<file path="config.mk">
export PLATFORM = sky130hd
export DESIGN_NAME = shport_stall_ctrl
export DESIGN_NICKNAME = d
export VERILOG_FILES = /design/src/rtl/shport_pkg.sv /design/src/rtl/shport_pc.sv /design/src/rtl/shport_valid.sv /design/src/rtl/shport_portsel.sv /design/src/rtl/shport_stall_ctrl.sv
export SDC_FILE = /design/constraint.sdc
export NUM_CORES = 1
export LEC_CHECK = 0
export BUFFER_PORTS_ARGS = -buffer_cell sky130_fd_sc_hd__buf_2
export CAP_MARGIN = 20
export CORE_ASPECT_RATIO = 1.5
export CORE_MARGIN = 5
export CORE_UTILIZATION = 30
export CTS_BUF_LIST = sky130_fd_sc_hd__clkbuf_2
export CTS_CLUSTER_DIAMETER = 80
export DETAILED_ROUTE_END_ITERATION = 10
export PLACE_DENSITY = 0.7
export SETUP_SLACK_MARGIN = 0.4
export SLEW_MARGIN = 10
export SYNTH_ARGS = -nofsm -noshare
export SYNTH_HDL_FRONTEND = slang
export SYNTH_SLANG_ARGS = --single-unit
</file>
<file path="constraint.sdc">
create_clock -name clk -period 1.6 [get_ports clk]
set_input_delay 0.16 -clock clk [delete_from_list [all_inputs] [get_ports clk]]
set_output_delay 0.16 -clock clk [all_outputs]
set_load 0.05 [all_outputs]
</file>
<file path="src/rtl/shport_pkg.sv">
package shport_pkg;
  localparam int STG_FETCH = 0;
  localparam int STG_IFID  = 1;
  localparam int STG_COUNT = 5;

  // Data reference claims the port only for a live memory-stage instruction.
  function automatic logic claims_port(input logic mem_valid, input logic is_ld,
                                       input logic is_st);
    return mem_valid & (is_ld | is_st);
  endfunction

  // Freeze stops everything; a port claim stops only the fetch step.
  function automatic logic [STG_COUNT-1:0] stage_enables(input logic freeze,
                                                         input logic claim);
    logic [STG_COUNT-1:0] en;
    en = freeze ? '0 : '1;
    if (claim) en[STG_FETCH] = 1'b0;
    return en;
  endfunction
endpackage

</file>
<file path="src/rtl/shport_pc.sv">
module shport_pc #(
  parameter int ADDR_W = 16,
  parameter int STEP   = 4
) (
  input  logic              clk,
  input  logic              rst_n,
  input  logic              hold,
  output logic [ADDR_W-1:0] pc_o
);
  function automatic logic [ADDR_W-1:0] next_fetch(input logic [ADDR_W-1:0] cur);
    return cur + ADDR_W'(STEP);
  endfunction

  logic [ADDR_W-1:0] pc_q;

  always_ff @(posedge clk or negedge rst_n) begin
    if (!rst_n)     pc_q <= '0;
    else if (!hold) pc_q <= next_fetch(pc_q);
  end

  assign pc_o = pc_q;

  // a held cycle leaves the fetch address unchanged
  a_r4_hold_keeps_pc: assert property (@(posedge clk) disable iff (!rst_n)
    hold |=> pc_q == $past(pc_q));
  // a fetch cycle steps the address by one word
  a_r3_step_pc: assert property (@(posedge clk) disable iff (!rst_n)
    !hold |=> pc_q == $past(pc_q) + ADDR_W'(STEP));
endmodule

</file>
<file path="src/rtl/shport_valid.sv">
module shport_valid (
  input  logic clk,
  input  logic rst_n,
  input  logic adv,
  input  logic fill,
  output logic v_ifid,
  output logic v_mem
);
  logic v_ifid_q, v_idex_q, v_exmem_q;

  always_ff @(posedge clk or negedge rst_n) begin
    if (!rst_n) begin
      v_ifid_q  <= 1'b0;
      v_idex_q  <= 1'b0;
      v_exmem_q <= 1'b0;
    end else if (adv) begin
      v_ifid_q  <= fill;
      v_idex_q  <= v_ifid_q;
      v_exmem_q <= v_idex_q;
    end
  end

  assign v_ifid = v_ifid_q;
  assign v_mem  = v_exmem_q;

  // frozen cycles keep the whole valid chain
  a_r6_chain_frozen: assert property (@(posedge clk) disable iff (!rst_n)
    !adv |=> $stable(v_mem) && $stable(v_ifid));
  // an empty slot in decode/execute reaches memory stage empty
  a_r8_empty_moves: assert property (@(posedge clk) disable iff (!rst_n)
    (adv && !v_idex_q) |=> !v_exmem_q);
endmodule

</file>
<file path="src/rtl/shport_portsel.sv">
module shport_portsel #(
  parameter int          ADDR_W   = 16,
  parameter int          DATA_W   = 32,
  parameter logic [31:0] NOP_WORD = 32'h0
) (
  input  logic              claim,
  input  logic [ADDR_W-1:0] pc,
  input  logic [ADDR_W-1:0] daddr,
  input  logic [DATA_W-1:0] rdata,
  output logic [ADDR_W-1:0] port_addr,
  output logic              port_is_data,
  output logic [DATA_W-1:0] fetch_word
);
  localparam logic [DATA_W-1:0] NOP_W = DATA_W'(NOP_WORD);

  always_comb begin
    port_is_data = claim;
    port_addr    = claim ? daddr : pc;
    fetch_word   = claim ? NOP_W : rdata;
  end
endmodule

</file>
<file path="src/rtl/shport_stall_ctrl.sv">
module shport_stall_ctrl #(
  parameter int          ADDR_W   = 16,
  parameter int          DATA_W   = 32,
  parameter int          STEP     = 4,
  parameter logic [31:0] NOP_WORD = 32'h0
) (
  input  logic              clk,
  input  logic              rst_n,
  input  logic              mem_is_load,
  input  logic              mem_is_store,
  input  logic [ADDR_W-1:0] mem_daddr,
  input  logic [DATA_W-1:0] mem_rdata,
  input  logic              stall_req,
  output logic [ADDR_W-1:0] mem_addr,
  output logic              mem_sel_data,
  output logic [DATA_W-1:0] ifid_word,
  output logic [ADDR_W-1:0] pc_o,
  output logic              pc_hold,
  output logic              ifid_bubble,
  output logic [4:0]        stage_en
);
  import shport_pkg::*;

  localparam logic [DATA_W-1:0] NOP_W = DATA_W'(NOP_WORD);

  // Named internal events
  logic                 v_mem, v_ifid;
  logic                 port_claim;
  logic [STG_COUNT-1:0] en_vec;
  logic                 fetch_go;

  assign port_claim = claims_port(v_mem, mem_is_load, mem_is_store);
  assign en_vec     = stage_enables(stall_req, port_claim);
  assign fetch_go   = en_vec[STG_FETCH];

  genvar gi;
  generate
    for (gi = 0; gi < STG_COUNT; gi++) begin : g_en
      assign stage_en[gi] = en_vec[gi];
    end
  endgenerate

  assign pc_hold     = !fetch_go;
  assign ifid_bubble = port_claim && !stall_req;

  shport_pc #(.ADDR_W(ADDR_W), .STEP(STEP)) u_pc (
    .clk   (clk),
    .rst_n (rst_n),
    .hold  (pc_hold),
    .pc_o  (pc_o)
  );

  shport_valid u_valid (
    .clk    (clk),
    .rst_n  (rst_n),
    .adv    (en_vec[STG_IFID]),
    .fill   (!port_claim),
    .v_ifid (v_ifid),
    .v_mem  (v_mem)
  );

  shport_portsel #(.ADDR_W(ADDR_W), .DATA_W(DATA_W), .NOP_WORD(NOP_WORD)) u_sel (
    .claim        (port_claim),
    .pc           (pc_o),
    .daddr        (mem_daddr),
    .rdata        (mem_rdata),
    .port_addr    (mem_addr),
    .port_is_data (mem_sel_data),
    .fetch_word   (ifid_word)
  );

  // a live memory-stage reference owns the port this cycle
  a_r2_data_owns_port: assert property (@(posedge clk) disable iff (!rst_n)
    (v_mem && (mem_is_load || mem_is_store)) |-> (mem_sel_data && mem_addr == mem_daddr));
  // a data cycle never advances fetch
  a_r5_no_fetch_on_data: assert property (@(posedge clk) disable iff (!rst_n)
    mem_sel_data |-> !stage_en[STG_FETCH]);
  // inserted bubble is the no-op word
  a_r5_bubble_is_nop: assert property (@(posedge clk) disable iff (!rst_n)
    ifid_bubble |-> ifid_word == NOP_W);
  // a freeze stops every stage and inserts nothing
  a_r6_freeze_all: assert property (@(posedge clk) disable iff (!rst_n)
    stall_req |-> (stage_en == '0 && !ifid_bubble && pc_hold));
  // the fetch/decode register holds an empty slot after a bubble
  a_r8_bubble_invalid: assert property (@(posedge clk) disable iff (!rst_n)
    ifid_bubble |=> !v_ifid);
  // an empty memory stage never takes the port
  a_r7_empty_no_claim: assert property (@(posedge clk) disable iff (!rst_n)
    !v_mem |-> !mem_sel_data);
endmodule

</file>
==> results.json <==
{
  "p_per_area_nw_per_um2": 1260,
  "cts_root_buffer": "clkbuf_2",
  "setup.worst_path.class": "reg2out",
  "report.final.slew_viol_count": 0,
  "clkSlewWorstSetupHoldPaths_ns": 0.16,
  "portBuffers": 122,
  "cts_sinks": 17,
  "dpl_cell_area_um2": 2020,
  "initial_core_util": 0.310,
  "clkPwrFrac": 0.059,
  "synth.avg_cell_area_um2": 7.96,
  "n_fill_cell": 303,
  "gr-total-overflow": 0,
  "sequentialPowerShare": 0.193,
  "grt_pass1_wl_um": 6930,
  "min-delay-path-class": "in2reg",
  "post-route-drc-count": 0,
  "crit_path_start_kind": "register",
  "cp_max_fo": 7,
  "power.share.switching": 0.528,
  "synth-async-reset-ratio": 1.00,
  "dr.first_iter.drc_count": 50,
  "vias": 1532,
  "antenna_found_initial": 0,
  "cts_tree": "yes",
  "nNetsFinal": 344,
  "p_int_w": 0.00160,
  "syn_to_final_growth_pct": 119,
  "p_leak_nw": 1.44,
  "synth_top_cell_area_share": 0.347,
  "dp_hpwl_um": 3340,
  "switchingPower_w": 0.00179,
  "fin_area_um2": 2690,
  "core_area_um2": 3960,
  "required_ns": 1.44,
  "grt.total_usage": 0.154,
  "synth.most_common_cell": "nand2_1",
  "yosysTopAreaCell": "dfrtp_1",
  "htreeDepth": 1,
  "die_w_um": 62.2,
  "crit_path_end_kind": "output port",
  "wl_per_cell_um": 14.0,
  "finalCritPeriodShare": 0.998,
  "cap_violations": 0,
  "insertedDiodeCount": 0,
  "drt-pass1-iter-count": 4,
  "final_antenna_net_count": 0,
  "syn_area_um2": 1230,
  "grt_pass1_vias": 1528,
  "gp_congestion": 0.832,
  "synth_common_cells": "nand2_1, and2_1, dfrtp_1",
  "cp_data_arrival_time_ns": 1.44,
  "power_frac_comb": 0.748,
  "synth_ff_type": "dfrtp_1",
  "clk_latency_ns": 0.30,
  "netlist_instances": 154,
  "clk_path_buf_depth": 2,
  "cts_buffers": 3,
  "synth_edf_count": 0,
  "vias_per_cell": 4.59,
  "totalWireLength_um": 4670,
  "synth_cell_types": 30,
  "synth.area.top_cells": "dfrtp_1, and2_1, nand2_1",
  "setup_tns_ns": 0,
  "fin_crit_ns": 1.60,
  "yosys_warnings": 0,
  "finClkSkew_ns": 0.0112,
  "rows": 28,
  "die_y_um": 88.3,
  "status": "finished, final reports clean",
  "synth-seq-cells": 17,
  "io_pins": 125,
  "hold_viol": 0,
  "fmax_mhz": 626,
  "fp.dieArea_um2": 5490,
  "finalSetupViolCount": 0,
  "ys_seq_area_frac": 0.347,
  "rsz0062_at_grt": "true",
  "peakVddDrop_mv": 1.06,
  "drive_above_1_share": 0.820,
  "grt_max_degree": 21
}
## timing repair
| action | 4_1_cts | 5_1_grt |
|---|---|---|
| hold buffers | 1 | 0 |
| gates cloned | 1 | 0 |
| endpoints found under the hold margin | 17 | 0 |
| buffers inserted | 4 | 12 |
| gates resized for setup | 116 | 59 |
| setup endpoints to repair | 66 | 80 |
| pin swaps | 9 | 11 |
## power groups by stage
stage | Sequential, W | Combinational, W | Clock [W]
final | 0.000656 | 0.00254 | 0.000199
after global routing | 0.000674 | 0.00264 | 0.000233
after CTS | 0.000642 | 0.00228 | 0.000198
after detailed placement | 0.000651 | 0.00192 | 0
after global placement | 0.000652 | 0.00190 | 0
after floorplan | 0.000873 | 0.00131 | 0
## metrics by stage
step | util | power, W | worst slack, ns | cells | hold WS (ns)
3_5_place_dp | 0.511 | 0.00257 | 0.231 | 312 | 0.0992
3_3_place_gp | 0.511 | 0.00255 | 0.270 | 312 | 0.0978
5_1_grt | 0.679 | 0.00355 | -0.0891 | 334 | 0.175
2_1_floorplan | - | 0.00218 | 0.161 | 155 | -0.136
4_1_cts | 0.611 | 0.00312 | 0.00477 | 322 | 0.184
6_report | 0.679 | 0.00339 | 0.00375 | 334 | 0.187
## kinds of logic after synthesis
kind of cell,count (synthesis),share of synthesized area
compound gates,3,0.0153
buf+inv,18,0.0847
xor+xnor,13,0.0990
other cells,1,0.00306
simple gates,99,0.422
flops,17,0.347
fa+ha+maj,1,0.0102
mux,2,0.0184
## placed cells by master, fill, tap and decap left out, types with 6 or more instances in the layout
master   count
nand2_2     16
nand2_4     11
buf_2       56
dfrtp_2     11
and2_2       9
buf_8       20
nand2_1     21
buf_6       25
dfrtp_1      6
and2_4      25
buf_4       38
## flip-flops by register name (all words and copies together) (netlist names)
name / count
u_pc.pc_o: 14
u_valid.v_idex_q: 1
u_valid.v_ifid: 1
u_valid.v_mem: 1
## worst max-delay path: stages (launching register included)
cell and delay, ns:
dfrtp_1 0.44, o21ai_4 0.14, buf_4 0.22, and2_2 0.15
buf_4 0.19
## final cells by class
class / count / area, µm² / share of cell area
clock buffers: 4 / 20.0 / 0.00745
inverters: 4 / 17.5 / 0.00652
multi-input cells: 120 / 953 / 0.355
flip-flops and latches: 17 / 439 / 0.163
well taps: 45 / 56.3 / 0.0210
repair buffers: 144 / 1200 / 0.447
## worst paths after layout
kind,startpoint,end,slack [ns],depth (start not counted)
max,u_valid.v_mem,ifid_word[10],0.004,4
min,stall_req,u_valid.v_ifid,0.19,2
max reg2reg,u_valid.v_mem,u_pc.pc_o[3],0.18,5
min reg2reg,u_pc.pc_o[7],u_pc.pc_o[7],0.51,1
max in group asynchronous,rst_n,u_pc.pc_o[4],1.01,2
min in group asynchronous,rst_n,u_pc.pc_o[9],0.28,2
## layer usage
layer  global-route usage  vias to the layer above  share of wire
met5                    0                        -              0
met4               0.0710                        0          0.026
met3               0.0368                       11          0.073
met2                0.294                       76           0.55
met1                0.156                      702           0.35
li1                     -                      743              -
(Power assumes the default switching activity.)
